### src/rtl/wdt_pkg.sv
package wdt_pkg;
  localparam logic [3:0] KEY_ARM  = 4'hA;
  localparam logic [3:0] KEY_FIRE = 4'h5;

  // field layout of the control word
  typedef struct packed {
    logic [3:0] key;
    logic       start;
    logic       rsvd;
    logic [1:0] sel;
  } ctl_word_t;
endpackage

### src/rtl/wdt_ctrl.sv
module wdt_ctrl
  import wdt_pkg::*;
(
  input  logic      clk_i,
  input  logic      rst_ni,
  input  logic      wr_en_i,
  input  ctl_word_t wr_word_i,
  output logic      en_o,
  output logic [1:0] sel_o
);
  always_ff @(posedge clk_i or negedge rst_ni) begin
    if (!rst_ni) begin
      en_o  <= 1'b0;
      sel_o <= 2'b00;
    end else if (wr_en_i) begin
      if (wr_word_i.start) en_o <= 1'b1;
      // interval locked once running
      if (!en_o) sel_o <= wr_word_i.sel;
    end
  end
endmodule

### src/rtl/wdt_key.sv
module wdt_key
  import wdt_pkg::*;
#(
  parameter int WIN_TICKS = 1,
  localparam int WIN_W    = $clog2(WIN_TICKS + 2)
)(
  input  logic       clk_i,
  input  logic       rst_ni,
  input  logic       en_i,
  input  logic       tick_i,
  input  logic       wr_en_i,
  input  logic [3:0] key_i,
  output logic       clear_o
);
  localparam logic [WIN_W-1:0] WIN_LIM = WIN_W'(WIN_TICKS);
  localparam logic [WIN_W-1:0] WIN_SAT = WIN_W'(WIN_TICKS + 1);

  logic             armed_q;
  logic [WIN_W-1:0] win_q;
  logic             key_wr;

  assign key_wr  = wr_en_i && en_i;
  assign clear_o = key_wr && armed_q && (key_i == KEY_FIRE) && (win_q <= WIN_LIM);

  always_ff @(posedge clk_i or negedge rst_ni) begin
    if (!rst_ni) begin
      armed_q <= 1'b0;
      win_q   <= '0;
    end else if (key_wr) begin
      armed_q <= (key_i == KEY_ARM);
      win_q   <= '0;
    end else if (armed_q && tick_i && win_q != WIN_SAT) begin
      win_q <= win_q + 1'b1;
    end
  end
endmodule

### src/rtl/wdt_counter.sv
module wdt_counter #(
  parameter int LIM_SLOW  = 32768,
  parameter int LIM_MID   = 8192,
  parameter int LIM_FAST  = 512,
  parameter int LIM_FLASH = 64,
  parameter int CNT_W     = $clog2(LIM_SLOW)
)(
  input  logic             clk_i,
  input  logic             rst_ni,
  input  logic             en_i,
  input  logic             tick_i,
  input  logic             clear_i,
  input  logic [1:0]       sel_i,
  output logic [CNT_W-1:0] count_o,
  output logic             req_o
);
  logic [CNT_W-1:0] last_val;
  logic             at_last;

  always_comb begin
    unique case (sel_i)
      2'b00:   last_val = CNT_W'(LIM_SLOW - 1);
      2'b01:   last_val = CNT_W'(LIM_MID - 1);
      2'b10:   last_val = CNT_W'(LIM_FAST - 1);
      default: last_val = CNT_W'(LIM_FLASH - 1);
    endcase
  end

  assign at_last = (count_o == last_val);

  always_ff @(posedge clk_i or negedge rst_ni) begin
    if (!rst_ni) begin
      count_o <= '0;
      req_o   <= 1'b0;
    end else begin
      req_o <= 1'b0;
      if (clear_i) begin
        count_o <= '0;
      end else if (en_i && tick_i) begin
        if (at_last) begin
          count_o <= '0;
          req_o   <= 1'b1;
        end else begin
          count_o <= count_o + 1'b1;
        end
      end
    end
  end
endmodule

### src/rtl/wdt_keyed.sv
module wdt_keyed
  import wdt_pkg::*;
#(
  parameter int LIM_SLOW  = 32768,
  parameter int LIM_MID   = 8192,
  parameter int LIM_FAST  = 512,
  parameter int LIM_FLASH = 64,
  parameter int WIN_TICKS = 1,
  parameter int CNT_W     = $clog2(LIM_SLOW)
)(
  input  logic             clk_i,
  input  logic             rst_ni,
  input  logic             tick_i,
  input  logic             wr_en_i,
  input  logic [7:0]       wr_data_i,
  output logic             rst_req_o,
  output logic             enabled_o,
  output logic [1:0]       interval_o,
  output logic [CNT_W-1:0] count_o
);
  ctl_word_t word;
  logic      clear_w;

  assign word = ctl_word_t'(wr_data_i);

  wdt_ctrl u_ctrl (
    .clk_i     (clk_i),
    .rst_ni    (rst_ni),
    .wr_en_i   (wr_en_i),
    .wr_word_i (word),
    .en_o      (enabled_o),
    .sel_o     (interval_o)
  );

  wdt_key #(.WIN_TICKS(WIN_TICKS)) u_key (
    .clk_i   (clk_i),
    .rst_ni  (rst_ni),
    .en_i    (enabled_o),
    .tick_i  (tick_i),
    .wr_en_i (wr_en_i),
    .key_i   (word.key),
    .clear_o (clear_w)
  );

  wdt_counter #(
    .LIM_SLOW(LIM_SLOW), .LIM_MID(LIM_MID), .LIM_FAST(LIM_FAST),
    .LIM_FLASH(LIM_FLASH), .CNT_W(CNT_W)
  ) u_cnt (
    .clk_i   (clk_i),
    .rst_ni  (rst_ni),
    .en_i    (enabled_o),
    .tick_i  (tick_i),
    .clear_i (clear_w),
    .sel_i   (interval_o),
    .count_o (count_o),
    .req_o   (rst_req_o)
  );
endmodule

### config.mk
export PLATFORM = sky130hd
export DESIGN_NAME = wdt_keyed
export DESIGN_NICKNAME = d
export VERILOG_FILES = /design/src/rtl/wdt_pkg.sv /design/src/rtl/wdt_ctrl.sv /design/src/rtl/wdt_key.sv /design/src/rtl/wdt_counter.sv /design/src/rtl/wdt_keyed.sv
export SDC_FILE = /design/constraint.sdc
export NUM_CORES = 1
export LEC_CHECK = 0
export ABC_CLOCK_PERIOD_IN_PS = 2400
export BUFFER_PORTS_ARGS = -buffer_cell sky130_fd_sc_hd__buf_4
export CORE_MARGIN = 2
export CORE_UTILIZATION = 30
export DETAILED_ROUTE_END_ITERATION = 8
export HOLD_SLACK_MARGIN = 0.1
export SYNTH_ARGS = -nofsm -noshare
export SYNTH_HDL_FRONTEND = slang
export SYNTH_SLANG_ARGS = --single-unit
### constraint.sdc
create_clock -name clk_i -period 2.4 [get_ports clk_i]
set_clock_uncertainty 0.15 [all_clocks]
set_input_delay 0.72 -clock clk_i [delete_from_list [all_inputs] [get_ports clk_i]]
set_output_delay 0.72 -clock clk_i [all_outputs]
set_load 0.05 [all_outputs]
==> results of run 1 <==
==> logic make-up (layout without fill, tap and decap cells) <==
family                     Yosys count  count (layout)  synth area share, %
and+or+nand+nor                     75              75                 30.3
AOI/OAI and AO/OA                   31              31                 16.4
DFF                                 22              22                 41.2
buffers and inverters               13              45                 3.93
xor gates and xnor gates             7               7                 4.58
adders and majority gates            3               3                 2.81
muxes                                1               1                0.842
==> per-stage QoR <==
step | hold slack, ns | instances | total power, mW
final | 0.178 | 236 | 1.23
after global routing | 0.195 | 236 | 1.31
after CTS | 0.192 | 236 | 1.24
after detailed placement | 0.374 | 232 | 0.967
after global placement | 0.360 | 232 | 0.962
after floorplan | 0.274 | 152 | 0.812
==> layout make-up <==
class / count / area [µm²]
Inverter: 7 / 26.3
Fill cell: 452 / 2610
Multi-Input combinational cell: 117 / 747
Clock buffer: 4 / 55.1
Tap cell: 52 / 65.1
Sequential cell: 22 / 551
Timing Repair Buffer: 34 / 268
==> how the worst max path moves through the flow <==
| stage | start | slack (ns) | depth (start not counted) | endpoint |
|---|---|---|---|---|
| 6_report | u_cnt.count_o[10] | 0.29 | 5 | u_cnt.req_o |
| 2_1_floorplan | u_cnt.count_o[9] | 0.15 | 5 | u_cnt.req_o |
| 3_3_place_gp | wr_en_i | 0.27 | 7 | u_cnt.count_o[13] |
| 5_1_grt | u_cnt.count_o[8] | 0.21 | 4 | u_cnt.req_o |
| 3_5_place_dp | wr_en_i | 0.26 | 7 | u_cnt.count_o[13] |
| 4_1_cts | u_cnt.count_o[10] | 0.27 | 5 | u_cnt.req_o |
==> registers in the layout (all words and copies together) (netlist names) <==
name           flops
u_key.armed_q      1
u_ctrl.en_o        1
u_key.win_q        2
u_cnt.count_o     15
u_cnt.req_o        1
u_ctrl.sel_o       2
==> where the power goes <==
group	switching [mW]	internal (mW)
logic	0.291	0.146
registers	0.0948	0.423
clock network	0.128	0.147
total	0.513	0.715
==> layer usage <==
layer | vias to the layer above | GRT usage [%] | routed length (µm)
li1 | 624 | - | -
met1 | 602 | 18.9 | 1530
met2 | 25 | 22.0 | 1520
met3 | 4 | 4.27 | 155
met4 | 0 | 2.52 | 19
met5 | - | 0 | 0
==> synth_stat cells (all sizes together) (2+ instances only) <==
cell      n
a2111oi   2
a21oi     8
a311oi    2
a31oi     3
and3      2
buf       4
clkbuf    2
dfrtp    22
ha        3
inv       7
nand2    17
nand2b    3
nand3    12
nand3b    3
nand4     3
nand4b    2
nand4bb   2
nor2     15
nor3      4
o21ai     5
or3       2
or4       4
xnor2     5
xor2      2
==> critical path, cell delays in order (launching register included) <==
cell and delay, ns:
dfrtp_1 0.45, or4b_1 0.54, o21ai_2 0.09, nand3_1 0.09, or4_1 0.52, nor3_2 0.20
==> cell usage in the layout, fill, tap and decap left out, drive strengths merged, types with 3 or more instances in the layout <==
master / n
buf: 34
dfrtp: 22
nand2: 17
nor2: 15
nand3: 12
a21oi: 8
inv: 7
xnor2: 5
o21ai: 5
or4: 4
clkbuf: 4
nor3: 4
nand2b: 3
nand3b: 3
a31oi: 3
nand4: 3
ha: 3
==> impl_metrics.tcl, run 1 <==
set metrics [dict create \
    reg2reg_from "u_cnt.count_o[10]" \
    drc_errors 0 \
    drive_above_1_share_pct 23.4 \
    hold_viol 0 \
    syn_area_per_cell_um2 8.80 \
    cts_root_buffer "clkbuf_8" \
    setup-violations-final 0 \
    rows 24 \
    clk_latency_ns 0.27 \
    design_area_um2 1710 \
    fp.dieH_um 70.8 \
    cts_resized 0 \
    firstDrtPassIters 4 \
    power.density_nw_per_um2 718 \
    portBuffers 29 \
    maxSlewViolCount 0 \
    status "complete, no violations" \
    place_area_um2 1660 \
    syn_inst 152 \
    crit_fanout 6 \
    synth_warnings 0 \
    crit_type "flip-flop to flip-flop" \
    clockBufferDepth 2 \
    hold_buffers 0 \
    tritoncts "built" \
    synthDistinctLibCells 46 \
    fin_crit_sh_pct 88.1 \
    antenna_found_initial 0 \
    grt_max_degree 23 \
    avgRoutedWirePerCell_um 13.7 \
    area_growth_pct 28.0 \
    synth_edf_count 0 \
    grt_pass1_vias 1116 \
    cts_buffers 3 \
    ys_ff_latch 22 \
    grt_util_all_layers_pct 13.8 \
    synth_top_area_share_pct 41.2 \
    wirelength_um 3220 \
    fin_tns_setup_ns 0 \
    dr_total_vias 1255 \
    grt_pass1_wl_um 5530 \
    max-vdd-ir-drop_v 0.000248 \
    fin_util_pct 39.6 \
    post_cts_buffers 0 \
    synth_top_area_cell "dfrtp_1" \
    layout.nets 200 \
    max-slew-margin-rel_pct 74.5 \
    synth_nets 167 \
    postRouteAntennaNets 0 \
    viasPerCell 5.32 \
    htree_levels 1 \
    r2r_setup_slack_ns 0.29 \
    crit_path_end_kind "flip-flop" \
    timing.fmax_mhz 473 \
    dieArea_um2 5010 \
    io_pins 31 \
    hold_path.class "input port to async pin" \
    fp.dieW_um 70.8 \
    rsz0062_at_grt "no" \
    synth_flop_cell "dfrtp_1" \
    diodes 0 \
    clk_pin_slew_ns 0.09 \
    crit_path_start_kind "flip-flop" \
    drtIter0Drc 133 \
    pre_cts_ws_ns 0.256 \
    dp_hpwl_um 2310 \
    clock_sinks 22 \
    synthTopCellsByArea "dfrtp_1 (41%), nand2_1 (4.8%), nand3_1 (4.5%), nor2_1 (4.2%), xnor2_1 (3.3%)" \
    cp.arrival_ns 2.16 \
    fp.coreArea_um2 4320 \
    synth-async-reset-ratio_pct 100 \
    worstReg2RegEnd "u_cnt.req_o" \
    synth_area_um2 1340 \
    required_ns 2.44 \
    cap_violations 0 \
    start_util_pct 30.9 \
    fin_ws_ns 0.285 \
    synth-seq-area-share_pct 41.2 \
    p_leak_nw 0.736 \
    grt-ovfl-total 0 \
    fin_crit_ns 2.11 \
    reg2regPathDepth 5 \
    worst_pin_slew_ns 0.373 \
    gp_congestion 0.774 \
]
Note: power is estimated with default switching activity, not from simulation.
==> run 2, diff against run 1 <==
--- a/config.mk
+++ b/config.mk
@@ -5,8 +5,8 @@
 export SDC_FILE = /design/constraint.sdc
 export NUM_CORES = 1
 export LEC_CHECK = 0
-export ABC_CLOCK_PERIOD_IN_PS = 2400
-export BUFFER_PORTS_ARGS = -buffer_cell sky130_fd_sc_hd__buf_4
+export ABC_CLOCK_PERIOD_IN_PS = 2150
+export BUFFER_PORTS_ARGS = -buffer_cell sky130_fd_sc_hd__buf_2
 export CORE_MARGIN = 2
 export CORE_UTILIZATION = 30
 export DETAILED_ROUTE_END_ITERATION = 8
==> constraint.sdc (replaced) <==
create_clock -name clk_i -period 2.15 [get_ports clk_i]
set_clock_uncertainty 0.15 [all_clocks]
set_input_delay 0.645 -clock clk_i [delete_from_list [all_inputs] [get_ports clk_i]]
set_output_delay 0.645 -clock clk_i [all_outputs]
set_load 0.05 [all_outputs]
==> run 2 against run 1 <==
Routed wire length up 1.2%. Clock power rose by 8.4%. Global-route usage hardly changed. Worst setup slack lost 0.19 ns. Total power is 8.5% higher. Fmax is 2.8% higher. Sequential power increased by 12%. Non-clock buffer count up 4. Utilization down 0.78 points. Cell area shrank 2.0%. Critical path type unchanged. Largest cell class unchanged. Largest power group unchanged. Highest routed layer unchanged.
==> impl_metrics.tcl, run 2 (synthesis results as in run 1) <==
set metrics [dict create \
    antenna_found_initial 0 \
    fin_util_pct 38.8 \
    firstDrtPassIters 4 \
    fp.coreArea_um2 4320 \
    swShare_pct 42.5 \
    cp.arrival_ns 2.09 \
    cap_violations 0 \
    fin_tns_setup_ns 0 \
    hold_viol 0 \
    power.density_nw_per_um2 795 \
    place_area_um2 1620 \
    wl_met2_um 1520 \
    crit_cells 5 \
    drc_errors 0 \
    largest_register_ffs 15 \
    timing.fmax_mhz 486 \
    top_regs "u_cnt.count_o: 15 flops, u_ctrl.sel_o: 2 flops, u_key.win_q: 2 flops" \
    grt_pass1_wl_um 5590 \
    postRouteAntennaNets 0 \
    max_stage_delay_ns 0.54 \
    hold_buffers 0 \
    grt-ovfl-total 0 \
    dp_cells 236 \
    wirelength_um 3260 \
    wl_met1_um 1600 \
    cts_resized 0 \
    post_cts_buffers 0 \
    path_buf_inv 0 \
    seq_power_share_pct 43.5 \
    fin_crit_ns 2.06 \
    stdcell_count 240 \
    reg2regPathDepth 5 \
    area_growth_pct 25.4 \
    start_util_pct 30.9 \
    crit_chain "or4b_1 -> o21ai_2 -> nand3_1 -> or4_1 -> nor3_2" \
    fin_ws_ns 0.0931 \
    fp.dieH_um 70.8 \
    design_area_um2 1680 \
    layout_commonest_cell "buf_2" \
    max-slew-margin-rel_pct 65.2 \
    path_delay_family "simple AND/OR/NAND/NOR gates" \
    dr_wl_met3_um 127 \
    setup-violations-final 0 \
    status "complete, no violations" \
    clock_sinks 22 \
    top_layer_used "met4" \
    portBuffers 29 \
    avgRoutedWirePerCell_um 13.6 \
    grt_util_all_layers_pct 13.8 \
    maxSlewViolCount 0 \
    viasPerCell 5.29 \
    dieArea_um2 5010 \
    grt_pass1_vias 1212 \
    max-vdd-ir-drop_v 0.000247 \
    crit_path_start_kind "flip-flop" \
    crit_fanout 2 \
    layout.nets 204 \
    switchingPower_mw 0.567 \
    mostFrequentLayoutCells "buf_2 (29), nand2_1 (17), nor2_1 (15), dfrtp_1 (15), nand3_1 (12)" \
    fin_hold_ws_ns 0.201 \
    pre_cts_ws_ns 0.0956 \
    io_pins 31 \
    p_leak_nw 0.729 \
    total_power_mw 1.33 \
    hold_path.class "input port to async pin" \
    cts_buffers 3 \
    combPwrFrac_pct 34.2 \
    critPathSlowestCell "or4b_1" \
    fp.dieW_um 70.8 \
    drive_above_1_share_pct 28.7 \
    p_int_mw 0.767 \
    dr_total_vias 1269 \
    drtIter0Drc 63 \
    rsz0062_at_grt "no" \
    htree_levels 1 \
    clkPwrFrac_pct 22.3 \
    crit_path_end_kind "flip-flop" \
    rows 24 \
    required_ns 2.19 \
    grt_max_degree 23 \
    clk_pin_slew_ns 0.08 \
    gp_congestion 0.742 \
    fin_crit_sh_pct 95.7 \
    cts_root_buffer "clkbuf_8" \
    worst_pin_slew_ns 0.522 \
    largest_register "u_cnt.count_o" \
    clk_latency_ns 0.26 \
    crit_type "flip-flop to flip-flop" \
    tritoncts "built" \
    diodes 0 \
    clockBufferDepth 2 \
    dp_hpwl_um 2370 \
]
==> run 2: changes by cell type in the layout (fill, tap and decap cells not counted), sizes merged <==
cell / change
buf: +4
==> run 2: area by class of cell <==
cell class	instances	area, µm²
Sequential cell	22	559
Fill cell	474	2650
Clock buffer	4	55.1
Timing Repair Buffer	38	225
Inverter	7	26.3
Tap cell	52	65.1
Multi-Input combinational cell	117	747
==> run 2: power by group through the flow <==
stage / sequential [mW] / clock [mW] / combinational [mW]
global placement: 0.588 / 0 / 0.451
detailed placement: 0.589 / 0 / 0.458
floorplan: 0.758 / 0 / 0.153
global route: 0.596 / 0.319 / 0.490
CTS: 0.580 / 0.303 / 0.460
finish: 0.580 / 0.298 / 0.456
==> run 2: layer usage <==
metal | vias to the layer above | global-route usage (%)
met5 | - | 0
li1 | 630 | -
met4 | 0 | 3.35
met2 | 19 | 22.3
met3 | 2 | 3.28
met1 | 618 | 18.7
==> run 2: path summary, 6_finish.rpt <==
kind                       slack [ns]                 to              from
setup / recovery                 0.09        u_cnt.req_o  u_cnt.count_o[9]
setup reg to reg                 0.09        u_cnt.req_o  u_cnt.count_o[9]
min in group clk_i               0.38      u_key.armed_q     u_key.armed_q
hold reg to reg                  0.38      u_key.armed_q     u_key.armed_q
hold / removal                   0.20   u_cnt.count_o[5]            rst_ni
max in group asynchronous        1.27  u_cnt.count_o[10]            rst_ni
==> run 2: worst reg2reg max path, cell delays in order, from the launching register on <==
cell and delay (ns):
dfrtp_2 0.41, or4b_1 0.54, o21ai_2 0.09, nand3_1 0.08, or4_1 0.53, nor3_2 0.18
